===== src/rtl/cfg_trapdoor_pkg.sv =====
package cfg_trapdoor_pkg;

    typedef enum logic [1:0] {
        ST_LOCKED,
        ST_RD1,
        ST_RD2,
        ST_OPEN
    } seq_state_t;

    localparam int          ADDR_W     = 3;
    localparam logic [2:0]  OFS_RDTMG  = 3'd0;
    localparam logic [2:0]  OFS_WRTMG  = 3'd1;
    localparam logic [2:0]  OFS_KEY    = 3'd2;
    localparam logic [2:0]  OFS_CTRL   = 3'd3;
    localparam logic [2:0]  OFS_STRAP  = 3'd5;
    localparam logic [2:0]  OFS_MISC   = 3'd6;
    localparam logic [7:0]  KEY_OPEN   = 8'h03;
    localparam logic [7:0]  KEY_CLOSE  = 8'h83;
    localparam logic [7:0]  CTRL_OVR   = 8'h85;
    localparam logic [7:0]  STRAP_ARM  = 8'hFF;

endpackage


===== src/rtl/cfg_unlock_fsm.sv =====
module cfg_unlock_fsm
    import cfg_trapdoor_pkg::*;
(
    input  logic       clk,
    input  logic       rst_n,
    input  logic       rd_stb,
    input  logic       wr_stb,
    input  logic       word,
    input  logic [2:0] addr,
    input  logic [7:0] wbyte,
    output logic       open,
    output logic       probe_armed
);

    seq_state_t st, st_nx;
    logic any_acc, key_rd, open_wr, close_wr, arm_wr;

    assign any_acc  = rd_stb | wr_stb;
    assign key_rd   = rd_stb && word && (addr == OFS_WRTMG);
    assign open_wr  = wr_stb && !word && (addr == OFS_KEY) && (wbyte == KEY_OPEN);
    assign close_wr = wr_stb && !word && (addr == OFS_KEY) && (wbyte == KEY_CLOSE);
    assign arm_wr   = wr_stb && !word && (addr == OFS_STRAP) && (wbyte == STRAP_ARM);

    always_comb begin
        st_nx = st;
        unique case (st)
            ST_LOCKED: if (key_rd) st_nx = ST_RD1;
            ST_RD1: begin
                if (key_rd)       st_nx = ST_RD2;
                else if (any_acc) st_nx = ST_LOCKED;
            end
            ST_RD2: begin
                if (open_wr)      st_nx = ST_OPEN;
                else if (key_rd)  st_nx = ST_RD2;
                else if (any_acc) st_nx = ST_LOCKED;
            end
            ST_OPEN: if (close_wr) st_nx = ST_LOCKED;
            default: st_nx = ST_LOCKED;
        endcase
    end

    always_ff @(posedge clk) begin
        if (!rst_n) st <= ST_LOCKED;
        else        st <= st_nx;
    end

    always_comb begin
        open = (st == ST_OPEN);
    end

    always_ff @(posedge clk) begin
        if (!rst_n)       probe_armed <= 1'b0;
        else if (any_acc) probe_armed <= arm_wr;
    end

    // the window only opens on the open key
    a_r2_open_on_key: assert property (@(posedge clk) disable iff (!rst_n)
        $rose(open) |-> $past(wr_stb && !word && addr == OFS_KEY && wbyte == KEY_OPEN));

    // the window only closes on the close key
    a_r8_close_on_key: assert property (@(posedge clk) disable iff (!rst_n)
        $fell(open) |-> $past(wr_stb && !word && addr == OFS_KEY && wbyte == KEY_CLOSE));

    // the open key only opens after two key reads
    a_r3_open_needs_reads: assert property (@(posedge clk) disable iff (!rst_n)
        $rose(open) |-> $past(st == ST_RD2));

    // the probe arms only on the arming write
    a_r9_arm_source: assert property (@(posedge clk) disable iff (!rst_n)
        $rose(probe_armed) |-> $past(wr_stb && addr == OFS_STRAP && wbyte == STRAP_ARM));

endmodule


===== src/rtl/cfg_timing_regs.sv =====
module cfg_timing_regs
    import cfg_trapdoor_pkg::*;
#(
    parameter int         SEL_W    = 1,
    parameter logic [7:0] TMG_RST  = 8'h6B,
    parameter logic [7:0] MISC_RST = 8'h30,
    localparam int        DEVS     = 1 << SEL_W
) (
    input  logic            clk,
    input  logic            rst_n,
    input  logic            open,
    input  logic            wr_stb,
    input  logic [2:0]      addr,
    input  logic [7:0]      wbyte,
    output logic [DEVS*8-1:0] rd_tmg,
    output logic [DEVS*8-1:0] wr_tmg,
    output logic [7:0]      ctrl,
    output logic [7:0]      misc
);

    logic [SEL_W-1:0] sel;
    logic             cfg_wr;

    assign sel    = misc[SEL_W-1:0];
    assign cfg_wr = open && wr_stb;

    for (genvar d = 0; d < DEVS; d++) begin : g_dev
        always_ff @(posedge clk) begin
            if (!rst_n) begin
                rd_tmg[d*8 +: 8] <= TMG_RST;
                wr_tmg[d*8 +: 8] <= TMG_RST;
            end else if (cfg_wr && sel == SEL_W'(d)) begin
                if (addr == OFS_RDTMG) rd_tmg[d*8 +: 8] <= wbyte;
                if (addr == OFS_WRTMG) wr_tmg[d*8 +: 8] <= wbyte;
            end
        end
    end

    always_ff @(posedge clk) begin
        if (!rst_n) begin
            ctrl <= 8'h00;
            misc <= MISC_RST;
        end else if (cfg_wr) begin
            if (addr == OFS_CTRL) ctrl <= wbyte;
            if (addr == OFS_MISC) misc <= wbyte;
        end
    end

    // nothing in the bank moves while the window is closed
    a_r4_frozen_locked: assert property (@(posedge clk) disable iff (!rst_n)
        !open |=> ($stable(rd_tmg) && $stable(wr_tmg) && $stable(ctrl) && $stable(misc)));

    // one write touches at most one drive's timing byte
    a_r5_single_lane: assert property (@(posedge clk) disable iff (!rst_n)
        1'b1 |=> $countones({rd_tmg ^ $past(rd_tmg), wr_tmg ^ $past(wr_tmg)}) <= 8);

endmodule


===== src/rtl/tf_stub.sv =====
module tf_stub #(
    parameter int  REGS   = 8,
    parameter int  W      = 16,
    localparam int AW     = $clog2(REGS)
) (
    input  logic          clk,
    input  logic          rst_n,
    input  logic          wr_en,
    input  logic          word,
    input  logic [AW-1:0] addr,
    input  logic [W-1:0]  wdata,
    output logic [W-1:0]  rdata
);

    logic [W-1:0] mem [REGS];

    for (genvar i = 0; i < REGS; i++) begin : g_reg
        always_ff @(posedge clk) begin
            if (!rst_n) begin
                mem[i] <= '0;
            end else if (wr_en && addr == AW'(i)) begin
                if (word) mem[i] <= wdata;
                else      mem[i][7:0] <= wdata[7:0];
            end
        end
    end

    assign rdata = mem[addr];

endmodule


===== src/rtl/cfg_trapdoor_bank.sv =====
module cfg_trapdoor_bank
    import cfg_trapdoor_pkg::*;
#(
    parameter int         SEL_W    = 1,
    parameter logic [7:0] TMG_RST  = 8'h6B,
    parameter logic [7:0] MISC_RST = 8'h30,
    localparam int        DEVS     = 1 << SEL_W
) (
    input  logic              clk,
    input  logic              rst_n,
    input  logic [2:0]        io_addr,
    input  logic              io_word,
    input  logic              io_rd,
    input  logic              io_wr,
    input  logic [15:0]       io_wdata,
    output logic [15:0]       io_rdata,
    input  logic              strap_in,
    output logic [DEVS*8-1:0] rd_tmg,
    output logic [DEVS*8-1:0] wr_tmg,
    output logic [1:0]        addr_setup,
    output logic [SEL_W-1:0]  dev_sel,
    output logic              tmg_override,
    output logic              cfg_open
);

    localparam int TF_REGS = 1 << ADDR_W;

    logic        probe_armed, cfg_ofs, tf_wr;
    logic [7:0]  ctrl, misc, cfg_byte;
    logic [15:0] tf_rdata;

    cfg_unlock_fsm u_fsm (
        .clk(clk), .rst_n(rst_n), .rd_stb(io_rd), .wr_stb(io_wr),
        .word(io_word), .addr(io_addr), .wbyte(io_wdata[7:0]),
        .open(cfg_open), .probe_armed(probe_armed)
    );

    cfg_timing_regs #(.SEL_W(SEL_W), .TMG_RST(TMG_RST), .MISC_RST(MISC_RST)) u_regs (
        .clk(clk), .rst_n(rst_n), .open(cfg_open), .wr_stb(io_wr),
        .addr(io_addr), .wbyte(io_wdata[7:0]),
        .rd_tmg(rd_tmg), .wr_tmg(wr_tmg), .ctrl(ctrl), .misc(misc)
    );

    always_comb begin
        cfg_ofs = (io_addr == OFS_RDTMG) || (io_addr == OFS_WRTMG) ||
                  (io_addr == OFS_CTRL)  || (io_addr == OFS_STRAP) ||
                  (io_addr == OFS_MISC);
        tf_wr   = io_wr && (!cfg_open || (!cfg_ofs && io_addr != OFS_KEY));
    end

    tf_stub #(.REGS(TF_REGS), .W(16)) u_tf (
        .clk(clk), .rst_n(rst_n), .wr_en(tf_wr), .word(io_word),
        .addr(io_addr), .wdata(io_wdata), .rdata(tf_rdata)
    );

    always_comb begin
        cfg_byte = 8'h00;
        case (io_addr)
            OFS_RDTMG: cfg_byte = rd_tmg[dev_sel*8 +: 8];
            OFS_WRTMG: cfg_byte = wr_tmg[dev_sel*8 +: 8];
            OFS_CTRL:  cfg_byte = ctrl;
            OFS_STRAP: cfg_byte = {7'd0, strap_in};
            OFS_MISC:  cfg_byte = misc;
            default:   cfg_byte = 8'h00;
        endcase
        if (cfg_open && cfg_ofs)
            io_rdata = {8'h00, cfg_byte};
        else if (probe_armed && io_word && io_addr == OFS_STRAP)
            io_rdata = {15'd0, strap_in};
        else
            io_rdata = tf_rdata;
    end

    assign addr_setup   = misc[5:4];
    assign dev_sel      = misc[SEL_W-1:0];
    assign tmg_override = (ctrl == CTRL_OVR);

    // override rises only after a control write inside the window
    a_r7_override_source: assert property (@(posedge clk) disable iff (!rst_n)
        $rose(tmg_override) |-> $past(cfg_open && io_wr && io_addr == OFS_CTRL));

    // address-setup field is held while the window is closed
    a_r6_setup_held: assert property (@(posedge clk) disable iff (!rst_n)
        !cfg_open |=> $stable(addr_setup));

    // strobes are mutually exclusive
    a_r2_one_strobe: assert property (@(posedge clk) disable iff (!rst_n)
        !(io_rd && io_wr));

endmodule


===== config.mk =====
export PLATFORM = sky130hd
export DESIGN_NAME = cfg_trapdoor_bank
export DESIGN_NICKNAME = d
export VERILOG_FILES = /design/src/rtl/cfg_trapdoor_pkg.sv /design/src/rtl/cfg_unlock_fsm.sv /design/src/rtl/cfg_timing_regs.sv /design/src/rtl/tf_stub.sv /design/src/rtl/cfg_trapdoor_bank.sv
export SDC_FILE = /design/constraint.sdc
export NUM_CORES = 1
export LEC_CHECK = 0
export BUFFER_PORTS_ARGS = -buffer_cell sky130_fd_sc_hd__buf_2
export CAP_MARGIN = 20
export CORE_MARGIN = 5
export CORE_UTILIZATION = 55
export DETAILED_ROUTE_END_ITERATION = 8
export MAX_ROUTING_LAYER = met4
export PLACE_DENSITY = 0.73
export SYNTH_ARGS = -nofsm -noshare
export SYNTH_HDL_FRONTEND = slang
export SYNTH_SLANG_ARGS = --single-unit

===== constraint.sdc =====
create_clock -name clk -period 2.6 [get_ports clk]
set_input_delay 0.26 -clock clk [delete_from_list [all_inputs] [get_ports clk]]
set_output_delay 0.26 -clock clk [all_outputs]
set_load 0.01 [all_outputs]

======== Word level (Yosys, flattened, before mapping) ========
Memory sizes are Yosys's and may differ from the RTL's.
Cells that the tools add are included.
storage, ports and cells
  bits of input ports ..................... 25
  bits in registers ....................... 51
  bits in read-only memories .............. 0
  latch bits .............................. 0
  memory bits (writable) .................. 128
  memories kept ........................... 1
operators by class
  $lt $le $gt $ge ......................... 0
  muxes and demuxes ....................... 76
  $add $sub $neg .......................... 0
  bitwise operators ....................... 18
  shift-type cells ........................ 2
  eq/ne operators ......................... 17
  reduce and logical (&&, ||, !) cells .... 41
  divide/modulo/power cells ............... 0
  multipliers ............................. 0
memory list
  name      depth  width  rd ports  clocked after Yosys merged registers in  write ports  RTL line       text
  u_tf.mem  8      16     1         0                                        8            tf_stub.sv:15  logic [W-1:0] mem [REGS];
operators with widths
  kind                                                  number
  2-to-1 mux 16 bit                                     10
  2-to-1 mux 8 bit                                      8
  2-to-1 mux 1 bit                                      51
  case mux 8 bit (5 select lines)                       1
  variable part select 16 x 5 -> 8 bit                  2
  equality test 8 bit (second input constant)           3
  logical AND 1 bit                                     24
  bitwise OR 1 bit                                      17
  AND reduction 2 bit                                   7
  equality test 3 bit (second input constant)           4
  2-to-1 mux 2 bit                                      5
  equality test 8 x 2 -> 1 bit (second input constant)  1
  case mux 2 bit (4 select lines)                       1
  equality test 3 x 2 -> 1 bit (second input constant)  2
  logical OR 1 bit                                      5
  equality test 2 bit (second input constant)           2
  != test 2 x 1 -> 1 bit (second input constant)        2
  equality test 3 x 1 -> 1 bit (second input constant)  1
  zero test 1 bit                                       3
  zero test 3 bit                                       1
  != test 3 x 2 -> 1 bit (second input constant)        1
  equality test 2 x 1 -> 1 bit (second input constant)  1
  zero test 2 bit                                       1
  NOT 1 bit                                             1

======== Longest topological paths before layout ========
Gate-level depths: netlist of the first run.
  depth after elaboration ................. 15
  mapped depth ............................ 7
  depth with buffers taken out ............ 5

======== Cells and area by module ========
Synthesis of the first run repeated with hierarchy kept, for this count alone.
second synthesis, totals
  cell total of the unflattened synthesis .. 696
  area, all modules ....................... 8675.8 um^2
by module, submodules not included
  module             cells an instance  area each (um^2)  instances
  tf_stub            402                5846.9            1
  cfg_timing_regs    180                1888.1            1
  cfg_trapdoor_bank  84                 693.2             1
  cfg_unlock_fsm     30                 247.7             1

======== Worst setup path after synthesis of the first run ========
OpenSTA, ideal clock, no wires.
  path type ............................... reg-to-reg
  start ................................... register u_fsm.st[0]
  end ..................................... memory u_tf.mem[3][10] (enable)
  cell stages (with the launch flop) ...... 6
  slack ................................... 0.391 ns
  required time ........................... 2.216 ns
  data arrival time ....................... 1.825 ns
  path buffers ............................ 1
  setup time .............................. 0.384 ns
  cells stage by stage .................... dfxtp_1 > nand2_2 > inv_2 > or3_1 > clkbuf_1 > o21ai_0
RTL lines
  item                    RTL line              text
  from (decl)             cfg_unlock_fsm.sv:15  seq_state_t st, st_nx;
  from (signal assigned)  cfg_unlock_fsm.sv:44  else st <= st_nx;
  to (decl)               tf_stub.sv:15

======== Worst setup path in the final report of the first run ========
  start ................................... register u_regs.misc[0]
  end ..................................... output port io_rdata[7]
on the way
  cells in the longest elaborated chain, start to end .. 3
  elaborated cells on any way between the ends .. 4
ends and longest elaborated chain
  item                                                            RTL line                                          text
  from (decl)                                                     cfg_timing_regs.sv:18                             output logic [7:0] misc
  from (signal assigned)                                          cfg_timing_regs.sv:45                             if (addr == OFS_MISC) misc <= wbyte;
  variable part select 16 x 5 -> 8 bit, on equally long branches  cfg_trapdoor_bank.sv:60, cfg_trapdoor_bank.sv:59
  case mux 8 bit (5 select lines) *                               cfg_trapdoor_bank.sv:58                           case (io_addr)
  2-to-1 mux 16 bit *                                             cfg_trapdoor_bank.sv:66                           if (cfg_open && cfg_ofs)
  to (decl)                                                       cfg_trapdoor_bank.sv:16                           output logic [15:0] io_rdata,
Mark *: on every way between the ends. The rest lies on a longest branch, timed or not.

==> results of run 1 <==
-- per-stage QoR --
stage	setup WS [ps]	cells
2_1_floorplan	391	661
3_3_place_gp	406	909
3_5_place_dp	405	909
4_1_cts	201	941
5_1_grt	165	941
6_report	281	941
-- layer usage --
metal	GRT usage (%)	vias to the layer above
met5	-	-
met4	9.37	0
met3	5.17	41
met2	38.6	214
met1	30.3	2806
li1	-	2559
-- logic make-up after synthesis --
| kind of cell | Yosys count |
|---|---|
| AO/OA/AOI/OAI | 58 |
| XOR/XNOR | 1 |
| buffers and inverters | 55 |
| flip-flops | 179 |
| multiplexers | 96 |
| AND/OR/NAND/NOR | 272 |
-- registers in the layout, summed over array words and instances (netlist names) --
name	cells
u_fsm.probe_armed	1
u_tf.mem	128
u_fsm.st	2
u_regs.ctrl	8
u_regs.wr_tmg	16
u_regs.misc	8
u_regs.rd_tmg	16
-- synthesized netlist by cell type, types with 2 or more instances --
cell type,number
a211oi_1,2
a21oi_1,10
a22o_1,7
a22oi_1,9
and2_1,65
and2b_1,2
buf_1,4
buf_2,12
buf_4,6
clkbuf_1,26
dfxtp_1,51
edfxtp_1,128
inv_1,4
inv_2,2
mux2i_1,58
mux4_2,37
nand2_1,61
nand2b_1,5
nand3_1,5
nand3b_1,2
nand4_1,7
nand4b_1,2
nor2_1,77
nor2b_1,29
nor3_1,3
nor3b_1,2
o21ai_0,12
o21ai_1,7
or3_1,2
-- power by group through the flow --
stage,logic [mW],registers [mW],clock network [mW]
floorplan,0.297,3.22,0
global route,0.507,3.17,2.80
detailed placement,0.471,3.23,0
finish,0.471,3.17,2.63
CTS,0.472,3.17,2.66
global placement,0.463,3.23,0
-- path summary, 6_finish.rpt --
path	start	to	slack, ps	depth (start not counted)
worst max-delay path	u_regs.misc[0]	io_rdata[7]	280	5
worst min-delay path	io_wdata[9]	u_tf.mem[3][9]	210	2
worst max register to register	u_fsm.st[0]	u_tf.mem[3][8]	620	5
worst min register to register	u_regs.rd_tmg[5]	u_regs.rd_tmg[5]	510	2
-- area by class of cell --
type	count	share of cell area (%)
flip-flops and latches	179	50.7
multi-input cells	427	33.6
repair buffers	109	6.65
clock buffers	17	4.43
well taps	188	2.45
clock inverters	15	1.88
inverters	6	0.235
-- critical path, cell delays in order, from the launching register on --
cell     delay (ps)
dfxtp_1         530
buf_4           250
mux4_2          320
a22oi_1         270
o21ai_1         100
buf_2           150
==> metrics, run 1 <==
status finished, final reports clean; max_slew headroom between 50% and 60%; number of setup buffers added after CTS 0; met1 wire length 8200 um; asr flop ratio synth 0%; area growth from synthesis to layout 15.0%; # diodes 0; synthesized area 8340 um2; layout filler cell count between 1,000 and 1,500; crit-path max FO 8; Setup TNS 0 ps; initial drt markers 419; Max Slew Vio Count 0; Placed Area 8990 um2; RSZ-0062 raised after global routing false; Reg clk slew, reported paths 70 ps; Power Internal 4.84 mW; top layer in use met4; kind of critical path flip-flop to primary output; final instance area 9590 um2; Syn Nets 686; Worst setup SP type flip-flop; GRT overflow 0; CP endpoint kind primary output; PortBufs 77; WL/cell 21.2 um; CTS Buffer Depth 2; P per Cell Area 653 nW/um2; largest net degree at the start of global routing 41; Initial Utilization 55.5%; register area between 4000 and 5000 um2; mux contribution to synthesized area 17.1%; Final Power 6.27 mW; max cap viols 0; Mean Syn Cell Area 12.6 um2; most frequent cells in the layout edfxtp_1, nor2_1, buf_2; synth warn 0; Sw Share 22.7%; clk_lat worst skew about 430 ps; worst min path class input port to flip-flop; met2 wire len 10000 um; area occupied by multi-input gates between 3000 and 4000 um2; largest family of logic cells by synthesized area multiplexers; # DRC 0; Post-synth EDFFs 128; Final GP Congestion roughly 0.90; Cell variety after synth 53; Synth Area in Simple Gates around 17%; # IOs 78; clock share of power 41.9%; Least-Margin Pin Slew 620 ps; Min Hold Slack 205 ps; Area contributors post-synth edfxtp_1, dfxtp_1, mux4_2, mux2i_1, and2_1; Fmax achieved 431 MHz; NetSw 1.42 mW; Leakage 3.80 nW; root buffer selected by CTS clkbuf_16; Worst EP arrival 2060 ps; CP Data Required Time ~2300 ps; antenna violations before repair 0; Reg power frac 50.6%; most common cell after layout, fill and taps aside edfxtp_1; clock sinks 179; Row Count 45; Via-to-Cell Ratio between 5 and 6; maximum vdd drop 451 uV; final hold vios 0; CTS Hold Bufs 0; CTS tree done; vias in the first global route roughly 6,000; Period minus WS final 2320 ps; post-DP HPWL 13,800 um; Syn Inst Count 661; total wire length 20,000 um; DR pass1 iterations 5; post-synthesis adder-cell area fraction 0%; Die Span X roughly 130 um; full die area 17,700 um2; Top FF cell, synth edfxtp_1; share of cells above drive strength 1 24.8%; cell taking the most area after synthesis edfxtp_1; Tot GR Track Use 24.1%; chip height 133 um; post-synthesis sequential area ratio between 50% and 60%; final net count between 700 and 800; xor/xnor share of the synthesized area less than 1%; logic gate share of total power under 10%; H-tree depth 4; core area 15,000 um2; PostCTS Resize Cnt 0; post-route ant nets 0; Yosys reg bits 179; global-route wire length before repair 31,600 um; final setup fails 0; Met3 Wirelength 1320 um; Final Core Density between 60% and 70%; CTS buffer count 17; Tcrit/Tclk final between 80% and 90%; post-synthesis compound-gate area fraction about 4.6%; share of Yosys cell area claimed by the top area cell type 46.1%; total number of vias 5,620; Clock Skew between 7 and 8 ps
(Power assumes the default switching activity.)
==> run 2: changes to the inputs <==
==> constraint.sdc (replaced) <==
create_clock -name clk -period 2.49 [get_ports clk]
set_input_delay 0.249 -clock clk [delete_from_list [all_inputs] [get_ports clk]]
set_output_delay 0.249 -clock clk [all_outputs]
set_load 0.01 [all_outputs]
==> metrics, run 2 (same netlist as run 1, synthesis figures left out) <==
total number of vias 5,606 (-0.25%); Biggest register u_tf.mem; WHS Path Cells 2 (unchanged); DR pass1 iterations 5 (unchanged); Final GP Congestion 0.903 (+0.75%); clk_lat worst skew 430 ps (about the same); Tcrit/Tclk final slightly above 90%; Tot GR Track Use 24.5% (+0.41 points); global-route wire length before repair 32,000 um (+1.4%); PostCTS Resize Cnt 0 (unchanged); final hold vios 0 (unchanged); layout filler cell count 1,135 (+2.0%); worst reg2reg startpoint u_fsm.st[0]; max cap viols 0 (unchanged); # IOs 78 (unchanged); Largest regs u_tf.mem x128, u_regs.rd_tmg x16, u_regs.wr_tmg x16; Least-Margin Pin Slew 591 ps (-28.7 ps); register area 4870 um2 (about the same); total wire length 20,200 um (+1.0%); full die area 17,700 um2 (unchanged); hold worst-path end u_tf.mem[0][8]; CTS buffer count 17 (unchanged); max_slew headroom 60.5% (+1.9 points); core area 15,000 um2 (unchanged); CP Data Required Time 2240 ps (-100 ps); Row Count 45 (unchanged); area growth from synthesis to layout 14.5%; final net count 766 (+0.13%); area occupied by multi-input gates 3230 um2 (unchanged); RR Endpoint u_tf.mem[3][9]; critical-path cell list nand2_2 -> inv_2 -> o21ai_0 -> a311oi_1 -> a22oi_1 -> buf_2; root buffer selected by CTS clkbuf_16; Worst EP arrival 2020 ps (-40 ps); Max Slew Vio Count 0 (unchanged); PortBufs 77 (unchanged); worst min path class input port to flip-flop; H-tree depth 4 (unchanged); post-route ant nets 0 (unchanged); vias in the first global route 5,682 (-3.1%); kind of critical path flip-flop to primary output; post-DP HPWL 14,000 um (+1.5%); clock sinks 179 (unchanged); chip height 133 um (unchanged); R2R depth 5 (unchanged); Worst setup SP type flip-flop; # DRC 0 (unchanged); final setup fails 0 (unchanged); RSZ-0062 raised after global routing false; Hold Startpoint io_wdata[8]; CTS Buffer Depth 2 (unchanged); P per Cell Area 659 nW/um2 (+0.92%); Clock Skew 4.28 ps (-2.80 ps); Post-Place Setup Slack 322 ps (-82.9 ps); antenna violations before repair 0 (unchanged); R2R Setup Slk 460 ps (-160 ps); largest net degree at the start of global routing 58 (+41%); Setup TNS 0 ps (unchanged); slowest library cell on the worst path dfxtp_1; initial drt markers 386 (-7.9%); Largest register FFs 128 (unchanged); setup slack after layout 218 ps (-63.2 ps); maximum vdd drop 472 uV (+4.6%); CP endpoint kind primary output; CTS Hold Bufs 0 (unchanged); delay of the slowest critical-path stage 460 ps (-70 ps); most common cell after layout, fill and taps aside edfxtp_1; crit-path max FO 9 (+1); Initial Utilization 55.5% (unchanged); Reg clk slew, reported paths 60 ps (about the same); Leakage 3.79 nW (-0.24%); Fmax achieved around 440 MHz; share of cells above drive strength 1 24.9% (+0.10 points); Period minus WS final 2270 ps; number of setup buffers added after CTS 0 (unchanged); CTS tree done; WL/cell 21.4 um (+0.90%); status finished, final reports clean; # diodes 0 (unchanged); Die Span X 133 um (unchanged); most frequent cells in the layout edfxtp_1, nor2_1, buf_2; GRT overflow 0 (unchanged); Via-to-Cell Ratio 5.95 (-0.36%)
==> run 2: cell types whose count changed in the layout (fill, tap and decap cells not counted), sizes merged <==
cell,delta
buf,+1
inv,+1
clkbuf,+7
bufinv,-3
clkinv,-5
==> run 2: cell type report <==
class,instances,share of cell area (%)
Clock buffer,24,5.25
Clock inverter,8,0.524
Inverter,6,0.236
Multi-Input combinational cell,427,33.8
Sequential cell,179,51.0
Tap cell,188,2.46
Timing Repair Buffer,110,6.76
==> run 2: worst max-delay path, delay by kind of cell (launching register included) <==
family                 cells  cell delay [ps]
AOI/OAI and AO/OA          3              580
buffers and inverters      2              340
DFF                        1              460
and+or+nand+nor            1              210
==> run 2: report_power, final <==
group / switching (mW) / internal [mW]
sequential: 0.0297 / 3.28
combinational: 0.306 / 0.188
clock: 1.08 / 1.41
total: 1.42 / 4.88
==> run 2: worst max path at each step <==
| stage | from | endpoint | cells after the start |
|---|---|---|---|
| 6_report | u_fsm.st[0] | io_rdata[0] | 6 |
| 5_1_grt | u_fsm.st[0] | io_rdata[7] | 6 |
| 4_1_cts | u_regs.misc[0] | io_rdata[7] | 4 |
| 3_5_place_dp | io_addr[1] | io_rdata[7] | 7 |
| 3_3_place_gp | io_addr[1] | io_rdata[7] | 7 |
| 2_1_floorplan | u_fsm.st[0] | u_tf.mem[3][10] | 5 |
==> run 2: routing by layer <==
metal	vias to the layer above	part of all wire (%)	GRT usage, %
li1	2563	-	-
met1	2752	40	31.4
met2	260	50	39.6
met3	31	7.3	5.17
met4	0	2.1	7.71
met5	-	0	-
==> run 2: per-stage QoR <==
stage	hold slack, ps	utilization [%]	std cells	instance area (um2)	total power [mW]
6_report	196	63.5	942	9550	6.29
5_1_grt	198	63.5	942	9550	6.51
4_1_cts	190	63.5	942	9550	6.32
3_5_place_dp	479	59.8	910	9000	3.87
3_3_place_gp	479	59.8	910	9000	3.85
2_1_floorplan	447	-	661	8340	3.67
==> run 3: changes to the inputs <==
==> constraint.sdc (replaced) <==
create_clock -name clk -period 2.4 [get_ports clk]
set_input_delay 0.24 -clock clk [delete_from_list [all_inputs] [get_ports clk]]
set_output_delay 0.24 -clock clk [all_outputs]
set_load 0.01 [all_outputs]
==> metrics, run 3 (same netlist as run 1, synthesis figures left out) <==
Tcrit/Tclk final 93.2%; Final Power 6.77 mW (+7.5%); critical-path cell list nand2_2 -> inv_2 -> o221ai_1 -> o21a_1 -> a22oi_1 -> buf_2; Least-Margin Pin Slew 544 ps (-46.8 ps); global-route wire length before repair 32,400 um (+1.0%); post-route ant nets 0 (unchanged); Crit path buffers/inverters 2 (unchanged); P per Cell Area 701 nW/um2 (+6.3%); area occupied by multi-input gates 3230 um2 (unchanged); max_slew headroom 63.6% (+3.2 points); Leakage 3.85 nW (+1.5%); # diodes 0 (unchanged); final hold vios 0 (unchanged); Die Span X 133 um (unchanged); DR pass1 iterations 5 (unchanged); CP Data Required Time 2160 ps (-80 ps); CTS tree done; most common cell after layout, fill and taps aside edfxtp_1; GRT overflow 0 (unchanged); PortBufs 77 (unchanged); Reg clk slew, reported paths 60 ps (about the same); number of setup buffers added after CTS 0 (unchanged); largest net degree at the start of global routing 57 (-1.7%); Placed Area 9040 um2 (+0.47%); # DRC 0 (unchanged); Biggest register u_tf.mem; setup slack after layout 164 ps (-54.3 ps); Tot GR Track Use 24.4% (-0.059 points); crit-path max FO 9 (unchanged); worst min path class input port to flip-flop; chip height 133 um (unchanged); total number of vias 5,712 (+1.9%); final net count 770 (+0.52%); post-DP HPWL 14,100 um (+0.26%); H-tree depth 4 (unchanged); CP Depth 6 (unchanged); share of cells above drive strength 1 25.3% (+0.40 points); Worst EP arrival 2000 ps (-20 ps); kind of cell adding the most delay to the critical path compound AO/OA/AOI/OAI gates; layout filler cell count 1,111 (-2.1%); Clock Skew 7.50 ps (+3.22 ps); maximum vdd drop 581 uV (+23%); RSZ-0062 raised after global routing false; WHS Path Cells 2 (unchanged); CTS buffer count 17 (unchanged); total wire length 20,600 um (+1.9%); max cap viols 0 (unchanged); CTS Buffer Depth 2 (unchanged); most frequent cells in the layout edfxtp_1, nor2_1, buf_2; delay of the slowest critical-path stage 450 ps (about the same); clock sinks 179 (unchanged); initial drt markers 558 (+45%); final instance area 9650 um2 (+1.1%); vias in the first global route 5,714 (+0.56%); WL/cell 21.7 um (+1.5%); R2R depth 5 (unchanged); status finished, final reports clean; kind of critical path flip-flop to primary output; Period minus WS final between 2000 and 2500 ps; root buffer selected by CTS clkbuf_16; Row Count 45 (unchanged); antenna violations before repair 0 (unchanged); Largest regs u_tf.mem x128, u_regs.rd_tmg x16, u_regs.wr_tmg x16; final setup fails 0 (unchanged); Worst setup SP type flip-flop; full die area 17,700 um2 (unchanged); core area 15,000 um2 (unchanged); area growth from synthesis to layout 15.8%; slowest library cell on the worst path dfxtp_1; Via-to-Cell Ratio 6.04 (+1.5%); Fmax achieved 447 MHz; # IOs 78 (unchanged); Final GP Congestion 0.911 (+0.89%); Largest register FFs 128 (unchanged); register area 4870 um2 (unchanged); Min Hold Slack 188 ps (-7.71 ps); Initial Utilization 55.5% (unchanged); CTS Hold Bufs 0 (unchanged); clk_lat worst skew 420 ps (about the same); CP endpoint kind primary output; Setup TNS 0 ps (unchanged); Max Slew Vio Count 0 (unchanged); Post-Place Setup Slack 168 ps (-154 ps)
## run 3: layer usage
metal	vias up	wire length, um	global-route usage (%)
li1	2582	-	-
met1	2859	8270	31.9
met2	243	10600	39.6
met3	28	1370	4.76
met4	0	345	6.80
met5	-	0	-
## run 3: power by group
part | switching [mW] | internal (mW)
logic | 0.318 | 0.195
clock network | 1.13 | 1.69
registers | 0.0289 | 3.40
total | 1.47 | 5.29
## run 3: worst paths after layout
check              startpoint          endpoint  slack (ps)
min reg2reg  u_regs.wr_tmg[5]  u_regs.wr_tmg[5]         510
max               u_fsm.st[0]       io_rdata[0]         160
min              io_wdata[11]   u_tf.mem[6][11]         190
max reg2reg       u_fsm.st[1]    u_tf.mem[3][9]         380
## run 3: what timing repair did
item	4_1_cts	5_1_grt
setup endpoints to repair	0	1
endpoints found under the hold margin	0	0
resized for setup	0	1
## run 3: cell type report
| cell class | count | area share (%) |
|---|---|---|
| clock buffers | 25 | 5.68 |
| clock inverters | 7 | 0.687 |
| inverters | 6 | 0.233 |
| multi-input cells | 427 | 33.4 |
| flip-flops and latches | 179 | 50.4 |
| well taps | 188 | 2.44 |
| repair buffers | 114 | 7.13 |
## run 3: worst register-to-register path, stage by stage, from the launching register on
cell     delay (ps)
dfxtp_1         370
nand2_2         220
inv_2           130
or3_1           500
nor2_1          480
and2_1          200
## run 3: metrics by stage
step / cells / util (%)
after floorplan: 661 / -
after CTS: 946 / 64.2
after global routing: 946 / 64.2
after detailed placement: 914 / 60.1
after global placement: 914 / 60.1
final: 946 / 64.2
